==> src/rtl/bidir_gpio_port_pkg.sv <==
package bidir_gpio_port_pkg;
   // register selected by the current bus address
   typedef enum logic [1:0] {
      SEL_NONE = 2'd0,
      SEL_PIN  = 2'd1,
      SEL_DIR  = 2'd2,
      SEL_LVL  = 2'd3
   } reg_sel_e;

   localparam int DEF_W       = 8;
   localparam int DEF_ADDR_W  = 2;
   localparam int DEF_STAGES  = 2;
endpackage

==> src/rtl/gpio_addr_dec.sv <==
module gpio_addr_dec
   import bidir_gpio_port_pkg::*;
#(
   parameter int ADDR_W   = 2,
   parameter int PIN_ADDR = 0,
   parameter int DIR_ADDR = 1,
   parameter int LVL_ADDR = 2
) (
   input  logic [ADDR_W-1:0] addr,
   output reg_sel_e          sel
);
   localparam logic [ADDR_W-1:0] PIN_A = ADDR_W'(PIN_ADDR);
   localparam logic [ADDR_W-1:0] DIR_A = ADDR_W'(DIR_ADDR);
   localparam logic [ADDR_W-1:0] LVL_A = ADDR_W'(LVL_ADDR);

   always_comb begin
      if (addr == PIN_A)      sel = SEL_PIN;
      else if (addr == DIR_A) sel = SEL_DIR;
      else if (addr == LVL_A) sel = SEL_LVL;
      else                    sel = SEL_NONE;
   end
endmodule

==> src/rtl/gpio_ctrl_regs.sv <==
module gpio_ctrl_regs
   import bidir_gpio_port_pkg::*;
#(
   parameter int W = 8
) (
   input  logic         clk,
   input  logic         rst_n,
   input  logic         wr_en,
   input  reg_sel_e     sel,
   input  logic [W-1:0] wdata,
   output logic [W-1:0] dir_q,
   output logic [W-1:0] lvl_q
);
   always_ff @(posedge clk or negedge rst_n) begin
      if (!rst_n) begin
         dir_q <= '0;
      end else if (wr_en && sel == SEL_DIR) begin
         dir_q <= wdata;
      end
   end

   // level bits: plain load, or selective inversion through the pin address
   always_ff @(posedge clk or negedge rst_n) begin
      if (!rst_n) begin
         lvl_q <= '0;
      end else if (wr_en) begin
         case (sel)
            SEL_LVL: lvl_q <= wdata;
            SEL_PIN: lvl_q <= lvl_q ^ wdata;
            default: lvl_q <= lvl_q;
         endcase
      end
   end
endmodule

==> src/rtl/gpio_in_sync.sv <==
module gpio_in_sync #(
   parameter int W      = 8,
   parameter int STAGES = 2
) (
   input  logic         clk,
   input  logic         rst_n,
   input  logic         sleep,
   input  logic [W-1:0] pad_i,
   output logic [W-1:0] pin_q
);
   localparam int CHAIN_W = STAGES * W;

   logic [W-1:0]       gated;
   logic [CHAIN_W-1:0] chain;

   assign gated = sleep ? '0 : pad_i;

   generate
      if (STAGES == 1) begin : g_single
         always_ff @(posedge clk or negedge rst_n) begin
            if (!rst_n) chain <= '0;
            else        chain <= gated;
         end
      end else begin : g_multi
         always_ff @(posedge clk or negedge rst_n) begin
            if (!rst_n) chain <= '0;
            else        chain <= {chain[CHAIN_W-W-1:0], gated};
         end
      end
   endgenerate

   assign pin_q = chain[CHAIN_W-1 -: W];
endmodule

==> src/rtl/gpio_pad_ctrl.sv <==
module gpio_pad_ctrl #(
   parameter int W         = 8,
   parameter bit MASK_OUT  = 1'b1
) (
   input  logic [W-1:0] dir_q,
   input  logic [W-1:0] lvl_q,
   input  logic         pu_off,
   output logic [W-1:0] oe,
   output logic [W-1:0] dout,
   output logic [W-1:0] pu
);
   generate
      for (genvar b = 0; b < W; b++) begin : g_pin
         assign oe[b] = dir_q[b];
         assign pu[b] = ~dir_q[b] & lvl_q[b] & ~pu_off;
         if (MASK_OUT) begin : g_masked
            assign dout[b] = dir_q[b] & lvl_q[b];
         end else begin : g_raw
            assign dout[b] = lvl_q[b];
         end
      end
   endgenerate
endmodule

==> src/rtl/bidir_gpio_port.sv <==
module bidir_gpio_port
   import bidir_gpio_port_pkg::*;
#(
   parameter int W        = DEF_W,
   parameter int ADDR_W   = DEF_ADDR_W,
   parameter int STAGES   = DEF_STAGES,
   parameter int PIN_ADDR = 0,
   parameter int DIR_ADDR = 1,
   parameter int LVL_ADDR = 2
) (
   input  logic              clk,
   input  logic              rst_n,
   input  logic              bus_wr,
   input  logic              bus_rd,
   input  logic [ADDR_W-1:0] bus_addr,
   input  logic [W-1:0]      bus_wdata,
   output logic [W-1:0]      bus_rdata,
   input  logic [W-1:0]      pad_in,
   input  logic              pullup_off,
   input  logic              sleep_req,
   output logic [W-1:0]      pad_oe,
   output logic [W-1:0]      pad_out,
   output logic [W-1:0]      pad_pu
);
   localparam int NUM_ADDR = 1 << ADDR_W;

   generate
      if (W < 1) begin : g_bad_w
         $error("bidir_gpio_port: W must be at least 1");
      end
      if (STAGES < 2) begin : g_bad_stages
         $error("bidir_gpio_port: STAGES must be at least 2");
      end
      if (PIN_ADDR == DIR_ADDR || PIN_ADDR == LVL_ADDR || DIR_ADDR == LVL_ADDR) begin : g_bad_map
         $error("bidir_gpio_port: register addresses must differ");
      end
      if (PIN_ADDR >= NUM_ADDR || DIR_ADDR >= NUM_ADDR || LVL_ADDR >= NUM_ADDR) begin : g_bad_range
         $error("bidir_gpio_port: register address outside ADDR_W");
      end
   endgenerate

   reg_sel_e     sel;
   logic [W-1:0] dir_q;
   logic [W-1:0] lvl_q;
   logic [W-1:0] pin_sync;

   gpio_addr_dec #(
      .ADDR_W  (ADDR_W),
      .PIN_ADDR(PIN_ADDR),
      .DIR_ADDR(DIR_ADDR),
      .LVL_ADDR(LVL_ADDR)
   ) dec_i (
      .addr(bus_addr),
      .sel (sel)
   );

   gpio_ctrl_regs #(.W(W)) regs_i (
      .clk  (clk),
      .rst_n(rst_n),
      .wr_en(bus_wr),
      .sel  (sel),
      .wdata(bus_wdata),
      .dir_q(dir_q),
      .lvl_q(lvl_q)
   );

   gpio_in_sync #(.W(W), .STAGES(STAGES)) sync_i (
      .clk  (clk),
      .rst_n(rst_n),
      .sleep(sleep_req),
      .pad_i(pad_in),
      .pin_q(pin_sync)
   );

   gpio_pad_ctrl #(.W(W), .MASK_OUT(1'b1)) pads_i (
      .dir_q (dir_q),
      .lvl_q (lvl_q),
      .pu_off(pullup_off),
      .oe    (pad_oe),
      .dout  (pad_out),
      .pu    (pad_pu)
   );

   always_comb begin
      bus_rdata = '0;
      if (bus_rd) begin
         case (sel)
            SEL_PIN: bus_rdata = pin_sync;
            SEL_DIR: bus_rdata = dir_q;
            SEL_LVL: bus_rdata = lvl_q;
            default: bus_rdata = '0;
         endcase
      end
   end
endmodule

==> config.mk <==
export PLATFORM = sky130hd
export DESIGN_NAME = bidir_gpio_port
export DESIGN_NICKNAME = d
export VERILOG_FILES = /design/src/rtl/bidir_gpio_port_pkg.sv /design/src/rtl/gpio_addr_dec.sv /design/src/rtl/gpio_ctrl_regs.sv /design/src/rtl/gpio_in_sync.sv /design/src/rtl/gpio_pad_ctrl.sv /design/src/rtl/bidir_gpio_port.sv
export SDC_FILE = /design/constraint.sdc
export NUM_CORES = 1
export LEC_CHECK = 0
export CAP_MARGIN = 5
export CORE_MARGIN = 1.5
export CORE_UTILIZATION = 23
export DETAILED_ROUTE_END_ITERATION = 7
export HOLD_SLACK_MARGIN = 0.02
export SLEW_MARGIN = 20
export SYNTH_ARGS = -nofsm -noshare
export SYNTH_HDL_FRONTEND = slang
export SYNTH_SLANG_ARGS = --single-unit
==> constraint.sdc <==
create_clock -name clk -period 1.4 [get_ports clk]
set_input_delay 0.28 -clock clk [delete_from_list [all_inputs] [get_ports clk]]
set_output_delay 0.28 -clock clk [all_outputs]
set_load 0.05 [all_outputs]
==> After elaboration in Yosys (flattened, before gate mapping) <==
Index checks and enable logic that the tools add are counted.
{ "word_totals": {"mem_count": 0, "romBits": 0, "word_cells": 53, "out_inout_bits": 32, "regBits": 32, "latch_bits": 0, "ramBits": 0, "inputBits": 24} }
{ "op_classes": {"n_mul": 0, "n_div": 0, "n_mux": 7, "order_cmp": 0, "n_shift": 0, "n_eq_ne": 5, "bitwise": 34, "reduce_logical": 4, "n_addsub": 0} }
{ "ops": {"columns": ["op", "count"], "rows": [
  ["1-bit bitwise AND", 24],
  ["8-bit one-hot mux with 3 select lines", 1],
  ["8-bit 2-to-1 mux", 2],
  ["8-bit one-hot mux with 2 select lines", 1],
  ["1-bit inverter", 9],
  ["8-bit bitwise XOR", 1],
  ["2-bit equality test, second input constant", 3],
  ["2-bit 2-to-1 mux", 3],
  ["2-bit by 1-bit equality test with 1-bit output, second input constant", 2],
  ["2-bit logical NOT", 1],
  ["2-bit AND reduction", 1],
  ["2-bit nonzero test", 1],
  ["1-bit logical AND", 1]
]} }

==> Longest topological paths before layout <==
Gate-level depths: netlist of the first run.
{ "logic_depth": {"word_depth": 7, "depth_mapped": 5, "depth_no_buf": 3} }

==> Hierarchy <==
Synthesis of the first run repeated with hierarchy kept, for this count alone.
{ "hier_totals": {"cells_unflattened": 159, "area_unflattened_um2": 1716.6} }
{ "modules_own_cells": {"columns": ["mod", "cells_each", "area_per_inst_um2", "seq_area_each_um2", "instances"], "rows": [
  ["gpio_ctrl_regs", 68, 720.7, 400.4, 1],
  ["gpio_in_sync", 32, 510.5, 400.4, 1],
  ["bidir_gpio_port", 29, 225.2, 0.0, 1],
  ["gpio_pad_ctrl", 25, 221.5, 0.0, 1],
  ["gpio_addr_dec", 5, 38.8, 0.0, 1]
]} }

==> Worst setup path before layout of the first run <==
No wires, ideal clock.
{ "synth_path": {"path_type": "register to output", "startpoint": "reg regs_i.dir_q[0]", "endpoint": "out pad_pu[0]", "slack_ns": -0.688, "path_stages_with_launch": 2, "t_required_ns": 1.120, "n_path_buf": 0, "arrival_ns": 1.808, "path_cell_list": "dfrtp_1 nor3b_1"} }
{ "synth_via": {"elab_chain_cells": 3} }
{ "synth_rtl": {"columns": ["element", "line_no", "text"], "rows": [
  ["start: declaration", "gpio_ctrl_regs.sv:11", "output logic [W-1:0] dir_q,"],
  ["start signal: assignment", "gpio_ctrl_regs.sv:18", "dir_q <= wdata;"],
  ["1-bit inverter", "gpio_pad_ctrl.sv:15", "assign pu[b] = ~dir_q[b] & lvl_q[b] & ~pu_off;"],
  ["1-bit bitwise AND (2 in a row)", "gpio_pad_ctrl.sv:15", null],
  ["end: declaration", "bidir_gpio_port.sv:23", "output logic [W-1:0] pad_pu"]
]} }
Every way passes these cells.

==> Worst setup path in the final report of the first run <==
{ "layout_path": {"startpoint": "reg regs_i.dir_q[1]", "endpoint": "out bus_rdata[1]"} }
{ "layout_via": {"elab_chain_cells": 2} }
{ "layout_rtl": {"columns": ["element", "line_no", "text"], "rows": [
  ["8-bit one-hot mux with 3 select lines", "bidir_gpio_port.sv:87", "case (sel)"],
  ["8-bit 2-to-1 mux", "bidir_gpio_port.sv:86", "if (bus_rd) begin"],
  ["end: declaration", "bidir_gpio_port.sv:17", "output logic [W-1:0] bus_rdata,"]
]} }
Every way passes these cells.

==> metrics.yaml, run 1 <==
run_status:
  outcome: "complete, but fails checks"
  failed_checks: "design-rule violations, negative setup slack"
final_layout:
  drive_gt1_frac: 0.568
  layout_common_cells: "36 x buf_12, 21 x dfrtp_1, 20 x clkdlybuf4s50_1"
  nFillCells: 581
  antenna_cells: 0
  final_core_util: 0.489
  finalNetCount: 245
  area_growth_syn_to_layout_pct: 103
  seqCellArea_um2: 815
  multi_input_area_um2: 832
  final_common_cell: "buf_12"
  stdcell_count: 299
logic_synthesis:
  syn_avg_cell_area_um2: 12.0
  seq_area_frac_synth: 0.517
  synth-seq-cells: 32
  mappedNetlistNets: 153
  synth_warnings: 0
  synthCells: 129
  synthAdderAreaFrac: 0
  synthXorXnorAreaFrac: 0
  synth_compound_area_frac: 0.108
  synth.distinct_cells: 19
  synth-simple-area-share: 0.230
  synthMuxAreaShare: 0.110
  synth_top_family_by_area: "simple AND/OR/NAND/NOR gates"
  synth_area_mm2: 0.00155
sta:
  finalMaxSlewViolations: 0
  slew_headroom: 0.841
  rsz0062_at_grt: "yes"
  worst_slack_ns: -0.102
  setup_violations: 22
  timing.fmax_ghz: 0.666
  finalCritPeriodShare: 1.07
  tightest_slew_ns: 0.238
  worst_clock_skew_ns: 0.00424
  min_period_ns: 1.50
  hold_viol_final: 0
detailed_routing:
  drt_iter0_drc: 77
  drtPass1Iterations: 6
  wl_per_cell_um: 13.8
  vias: 1350
  routed_wl_um: 4140
  vias_per_cell: 4.52
  drc: 5
  ant_nets: 0
floorplan:
  core_mm2: 0.00642
  rows: 29
  die_h_um: 85.0
  io_pins: 56
  die_x_um: 85.0
  dieArea_mm2: 0.00723
  initial_utilization: 0.241
pwr:
  powerDensity_mw_per_mm2: 1160
  leakage_nw: 1.36
  irDropWorstVdd_mv: 0.466
global_route:
  grt_start_max_net_pins: 33
  grt_pass1_wl_um: 6910
  grt_pass1_vias: 1303
  antenna_found_initial: 0
  grt_overflow: 0
  grt_use_total: 0.125
critical_path:
  timing.rr.end: "regs_i.dir_q[3]$_DFFE_PN0P_"
  rr_worst_depth: 3
  r2r_slack_ns: 0.37
  critPathLaunchType: "flip-flop"
  cp_slowest_cell: "dfrtp_2"
  end_kind: "output pin"
  arrival_ns: 1.22
  reg2reg_from: "regs_i.dir_q[3]$_DFFE_PN0P_"
  crit_required_ns: 1.12
  path_class: "reg -> out"
  cp_cell_sequence: "mux2i_1 > o21ai_1 > and2_4 > buf_12"
  critPathMaxFanout: 3
  timing.critical_path.slowest_cell_delay_ns: 0.43
hold_path:
  hold_depth: 0
  hold_class: "reg -> reg"
  hp-start: "sync_i.chain[1]$_DFF_PN0_"
  whs_endpoint: "sync_i.chain[9]$_DFF_PN0_"
placed_design:
  place.gp.congestion: 0.710
  dp_hpwl_um: 2700
  portBuffers: 55
  placed_cells: 267
clock_tree:
  clockBufferDepth: 2
  path_clk_slew_ns: 0.06
  cts.sinks: 32
  htreeDepth: 2
  clock_latency_ns: 0.28
  cts_buffers: 5
  cts_tree: "done"
  cts_root_buf: "clkbuf_8"
flow_run:
  cap_violations: 0
==> cell type report <==
class | count | share of cell area
Timing Repair Buffer | 92 | 0.416
Multi-Input combinational cell | 90 | 0.265
Clock buffer | 8 | 0.0287
Sequential cell | 32 | 0.259
Tap cell | 77 | 0.0307
==> per-layer routing <==
metal / vias up / track usage / part of all wire / wire length, um
met4: 0 / 0.0313 / 0.0077 / 32
met1: 647 / 0.177 / 0.46 / 1900
met3: 5 / 0.0418 / 0.072 / 297
met2: 49 / 0.183 / 0.46 / 1910
met5: - / 0 / 0 / 0
li1: 649 / - / - / -
==> repair_timing <==
action                                  in CTS  in global routing
endpoints found under the setup margin      33                 25
pin swaps                                   11                  7
cloned                                       2                  0
hold buffers                                 0                  0
resized for setup                           43                 18
setup buffers                               11                 11
==> flip-flops by register name (all words and copies together), names as in the netlist <==
signal / flops
regs_i.dir_q: 8
regs_i.lvl_q: 8
sync_i.chain: 16
==> critical path, delay by kind of cell (launching register included) <==
kind | cells | cell delay, ns
compound gates | 1 | 0.08
mux | 1 | 0.14
flops | 1 | 0.43
simple gates | 1 | 0.16
buf+inv | 1 | 0.14
==> power by group <==
group / internal [mW] / switching, mW / total [mW]
clock: 0.400 / 0.306 / 0.706
combinational: 1.00 / 0.787 / 1.79
sequential: 1.04 / 0.109 / 1.15
total: 2.45 / 1.20 / 3.65
==> through the flow <==
| stage | power, mW | hold slack, ns | TNS [ns] | cell area [um2] | setup slack (ns) |
|---|---|---|---|---|---|
| after floorplan | 1.83 | -0.0156 | -0.770 | 1610 | -0.110 |
| after global placement | 2.56 | 0.336 | -10.25 | 2660 | -0.472 |
| after detailed placement | 2.57 | 0.336 | -10.48 | 2660 | -0.475 |
| after CTS | 3.55 | 0.350 | -1.55 | 3010 | -0.132 |
| after global routing | 3.83 | 0.354 | -2.69 | 3140 | -0.176 |
| final | 3.65 | 0.348 | -1.44 | 3140 | -0.102 |
==> worst max-delay path by stage <==
stage,startpoint,to,slack [ns],cells past startpoint
CTS,regs_i.dir_q[4]$_DFFE_PN0P_,bus_rdata[4],-0.13,4
detailed placement,bus_addr[0],bus_rdata[2],-0.48,6
global placement,bus_addr[0],bus_rdata[3],-0.47,6
finish,regs_i.dir_q[1]$_DFFE_PN0P_,bus_rdata[1],-0.10,4
floorplan,regs_i.dir_q[0]$_DFFE_PN0P_,pad_pu[0],-0.11,1
global route,regs_i.dir_q[1]$_DFFE_PN0P_,bus_rdata[1],-0.18,4
==> cell usage after synthesis <==
master	number	area (um2)
a21boi_0	1	7.51
a32o_1	7	70.1
and2_1	16	100
buf_2	3	15.0
buf_6	3	33.8
clkbuf_1	1	3.75
dfrtp_1	32	801
mux2_2	8	90.1
mux2i_1	8	80.1
nand2b_1	7	43.8
nand3b_1	8	60.1
nand3b_4	1	20.0
nand4b_1	1	8.76
nor2b_1	8	50.1
nor2b_4	1	13.8
nor3b_1	8	60.1
o21ai_0	14	70.1
o21ai_2	1	8.76
o221a_2	1	11.3
==> logic make-up after synthesis <==
kind of cell | count (synthesis)
mux | 16
compound gates | 24
simple gates | 50
buf+inv | 7
flops | 32
Note: power is estimated with default switching activity, not from simulation.
==> run 2: changes to the inputs <==
--- a/config.mk
+++ b/config.mk
@@ -6,6 +6,7 @@
 export NUM_CORES = 1
 export LEC_CHECK = 0
 export CAP_MARGIN = 5
+export CORE_ASPECT_RATIO = 0.6
 export CORE_MARGIN = 1.5
 export CORE_UTILIZATION = 23
 export DETAILED_ROUTE_END_ITERATION = 7
@@ -13,4 +14,5 @@
 export SLEW_MARGIN = 20
 export SYNTH_ARGS = -nofsm -noshare
 export SYNTH_HDL_FRONTEND = slang
+export SYNTH_HIERARCHICAL = 1
 export SYNTH_SLANG_ARGS = --single-unit
==> metrics.yaml, run 2 <==
final_layout:
  stdcell_count: 342  # was 299
  antenna_cells: 0  # unchanged
  final_common_cell: "buf_12"  # unchanged
  largest_reg_flops: 16  # unchanged
  nFillCells: 645  # was 581
  drive_gt1_frac: 0.567  # was 0.568
  finalNetCount: 263  # was 245
  reg_top3: "sync_i/chain: 16 flops, regs_i/dir_q: 8 flops, regs_i/lvl_q: 8 flops"  # was sync_i.chain: 16 flops, regs_i.dir_q: 8 flops, regs_i.lvl_q: 8 flops
  area_growth_syn_to_layout_pct: 102  # was 103%
  layout_common_cells: "38 x buf_12, 29 x dfrtp_1, 20 x clkdlybuf4s50_1"  # was 36 x buf_12, 21 x dfrtp_1, 20 x clkdlybuf4s50_1
  final_core_util: 0.479  # was 0.489
  multi_input_area_mm2: 0.00101  # was 832 um2
  seqCellArea_um2: 805  # was 815 um2
  regMostFlops: "sync_i/chain"  # was sync_i.chain
critical_path:
  cp_slowest_cell: "a211oi_4"  # was dfrtp_2
  path_class: "in -> out"  # was reg -> out
  timing.rr.end: "regs_i/dir_q[1]$_DFFE_PN0P_"  # was regs_i.dir_q[3]$_DFFE_PN0P_
  timing.critical_path.slowest_cell_delay_ns: 0.27  # was 0.43 ns
  crit_required_ns: 1.12  # about the same
  critPathLaunchType: "primary input"  # was flip-flop
  crit_start: "bus_addr[1]"  # was regs_i.dir_q[1]$_DFFE_PN0P_
  reg2reg_from: "regs_i/dir_q[1]$_DFFE_PN0P_"  # was regs_i.dir_q[3]$_DFFE_PN0P_
  cp_cell_sequence: "buf_8 > buf_6 > inv_12 > ha_4 > buf_12 > mux2i_4 > a211oi_4 > buf_12"  # was mux2i_1 > o21ai_1 > and2_4 > buf_12
  r2r_slack_ns: 0.37  # about the same
  critPathMaxFanout: 7  # was 3
  rr_worst_depth: 3  # unchanged
  cpMostUsedCell: "buf_12"
  cp_top_family: "buffers and inverters"  # was flip-flops
  end_kind: "output pin"  # unchanged
  arrival_ns: 1.56  # was 1.22 ns
  cp_num_buf_inv: 5  # was 1
sta:
  tns_ns: -4.84  # was -1.44 ns
  min_period_ns: 1.84  # was 1.50 ns
  rsz0062_at_grt: "yes"  # unchanged
  timing.fmax_ghz: 0.544  # was 0.666 GHz
  worst_slack_ns: -0.439  # was -0.102 ns
  hold_viol_final: 0  # unchanged
  tightest_slew_ns: 0.234  # was 0.238 ns
  slew_headroom: 0.840  # was 0.841
  setup_violations: 27  # was 22
  worst_clock_skew_ns: 0.00626  # was 0.00424 ns
  finalCritPeriodShare: 1.31  # was 1.07
  finalMaxSlewViolations: 0  # unchanged
floorplan:
  io_pins: 56  # unchanged
  die_x_um: 115  # was 85.0 um
  rows: 24  # was 29
  die_h_um: 69.9  # was 85.0 um
  dieArea_mm2: 0.00801  # was 0.00723 mm2
  core_mm2: 0.00724  # was 0.00642 mm2
  initial_utilization: 0.237  # was 0.241
logic_synthesis:
  synthFlopType: "dfrtp_1"  # unchanged
  seq_area_frac_synth: 0.466  # was 0.517
  synth_commonest_cells: "32 x dfrtp_1, 17 x buf_4, 11 x a21oi_1"  # was 32 x dfrtp_1, 16 x and2_1, 14 x o21ai_0
  synth_async_sr_flop_share: 1.00  # unchanged
  synth_top_area_frac: 0.466  # was 0.517
  synth_largest_area_cell: "dfrtp_1"  # unchanged
  synth.distinct_cells: 24  # was 19
  syn_avg_cell_area_um2: 10.8  # was 12.0 um2
  synth_edf_count: 0  # unchanged
  synthTopCellsByArea: "dfrtp_1 47%, buf_4 7.4%, nor3b_2 5.8%"  # was dfrtp_1 52%, and2_1 6.5%, mux2_2 5.8%
  synth-seq-cells: 32  # unchanged
  yosysMostFrequentCell: "dfrtp_1"  # unchanged
  synth_warnings: 6  # was 0
  synthCells: 159  # was 129
  mappedNetlistNets: 185  # was 153
  synth_area_mm2: 0.00172  # was 0.00155 mm2
detailed_routing:
  routed_wl_um: 5060  # was 4140 um
  wl_per_cell_um: 14.8  # was 13.8 um
  drc: 0  # was 5
  ant_nets: 0  # unchanged
  vias_per_cell: 4.15  # was 4.52
  drt_iter0_drc: 55  # was 77
  vias: 1420  # was 1,350
  drtPass1Iterations: 4  # was 6
global_route:
  grt_pass1_vias: 1510  # was 1,303
  antenna_found_initial: 0  # unchanged
  use_met3: 0.0373  # was 0.0418
  grt_start_max_net_pins: 33  # unchanged
  grt_overflow: 0  # unchanged
  use_met1: 0.210  # was 0.177
  met2_usage: 0.190  # was 0.183
  grt-busiest-layer: "met1"  # was met2
  grt_pass1_wl_um: 8270  # was 6910 um
  grt_use_total: 0.138  # was 0.125
placed_design:
  place.gp.congestion: 0.685  # was 0.710
  dp_hpwl_um: 3400  # was 2700 um
  portBuffers: 55  # unchanged
  placed_cells: 314  # was 267
clock_tree:
  clock_latency_ns: 0.27  # was 0.28 ns
  path_clk_slew_ns: 0.05  # was 0.06 ns
  hold_buffers: 0  # unchanged
  cts_tree: "done"  # unchanged
  clockBufferDepth: 2  # unchanged
  htreeDepth: 2  # unchanged
  cts_buffers: 5  # unchanged
  cts.sinks: 32  # unchanged
  cts_root_buf: "clkbuf_16"  # was clkbuf_8
run_status:
  failed_checks: "negative setup slack"  # was design-rule violations, negative setup slack
  outcome: "complete, but fails checks"  # unchanged
pwr:
  powerDensity_mw_per_mm2: 1390  # was 1160 mW/mm2
  irDropWorstVdd_mv: 0.606  # was 0.466 mV
  leakage_nw: 1.48  # was 1.36 nW
flow_run:
  cap_violations: 0  # unchanged
hold_path:
  hp-start: "sync_i/chain[7]$_DFF_PN0_"  # was sync_i.chain[1]$_DFF_PN0_
  hold_class: "reg -> reg"  # unchanged
  hold_depth: 0  # unchanged
  whs_endpoint: "sync_i/chain[15]$_DFF_PN0_"  # was sync_i.chain[9]$_DFF_PN0_
-- run 2: cells by family (layout without fill, tap and decap cells) --
family,Yosys count,in the layout,synth area share
AND/OR/NAND/NOR,46,48,0.180
AO/OA/AOI/OAI,32,32,0.114
flip-flops,32,32,0.466
buffers and inverters,31,108,0.125
multiplexers,16,16,0.0991
adder cells (fa/ha/maj),2,2,0.0146
-- run 2: worst max-delay path by stage --
stage / cells after the start / endpoint
floorplan: 6 / bus_rdata[0]
global placement: 8 / bus_rdata[3]
detailed placement: 8 / bus_rdata[1]
CTS: 8 / bus_rdata[0]
global route: 8 / bus_rdata[0]
finish: 8 / bus_rdata[0]
-- run 2: final cells by class --
class | instances | area share
clock buffer | 6 | 0.0372
clock inverter | 2 | 0.0101
inverter | 8 | 0.0144
multi-input combinational | 98 | 0.290
sequential | 32 | 0.232
tap | 104 | 0.0375
timing repair buffer | 92 | 0.378
-- run 2: worst reg2reg max path, stage by stage (launching register included) --
cell and delay (ns):
dfrtp_2 0.44, buf_6 0.13, buf_6 0.11, mux2_4 0.24
-- run 2: power by group --
part | total, mW | internal, mW | switching (mW)
logic | 2.39 | 1.29 | 1.10
registers | 1.21 | 1.06 | 0.156
clock network | 1.22 | 0.836 | 0.380
total | 4.82 | 3.18 | 1.64
-- run 2: timing repair --
| item | in CTS | in global routing |
|---|---|---|
| gates resized for setup | 64 | 12 |
| setup endpoints to repair | 39 | 43 |
| pin swaps | 21 | 7 |
| cloned | 4 | 0 |
| setup buffers | 16 | 2 |
-- run 2: stage by stage --
step,cell area [um2],hold slack (ns),power (mW),worst slack [ns]
2_1_floorplan,1880,-0.0156,2.26,-0.414
3_3_place_gp,2880,0.336,3.13,-0.908
3_5_place_dp,2880,0.336,3.16,-0.945
4_1_cts,3460,0.344,4.82,-0.463
5_1_grt,3470,0.343,5.01,-0.460
6_report,3470,0.341,4.82,-0.439
-- run 2: per-layer routing --
layer	share of wire	routed length [um]	vias to the layer above
met5	0	0	-
met4	0.0061	31	0
met3	0.063	319	5
met2	0.43	2150	54
met1	0.51	2560	676
li1	-	-	685
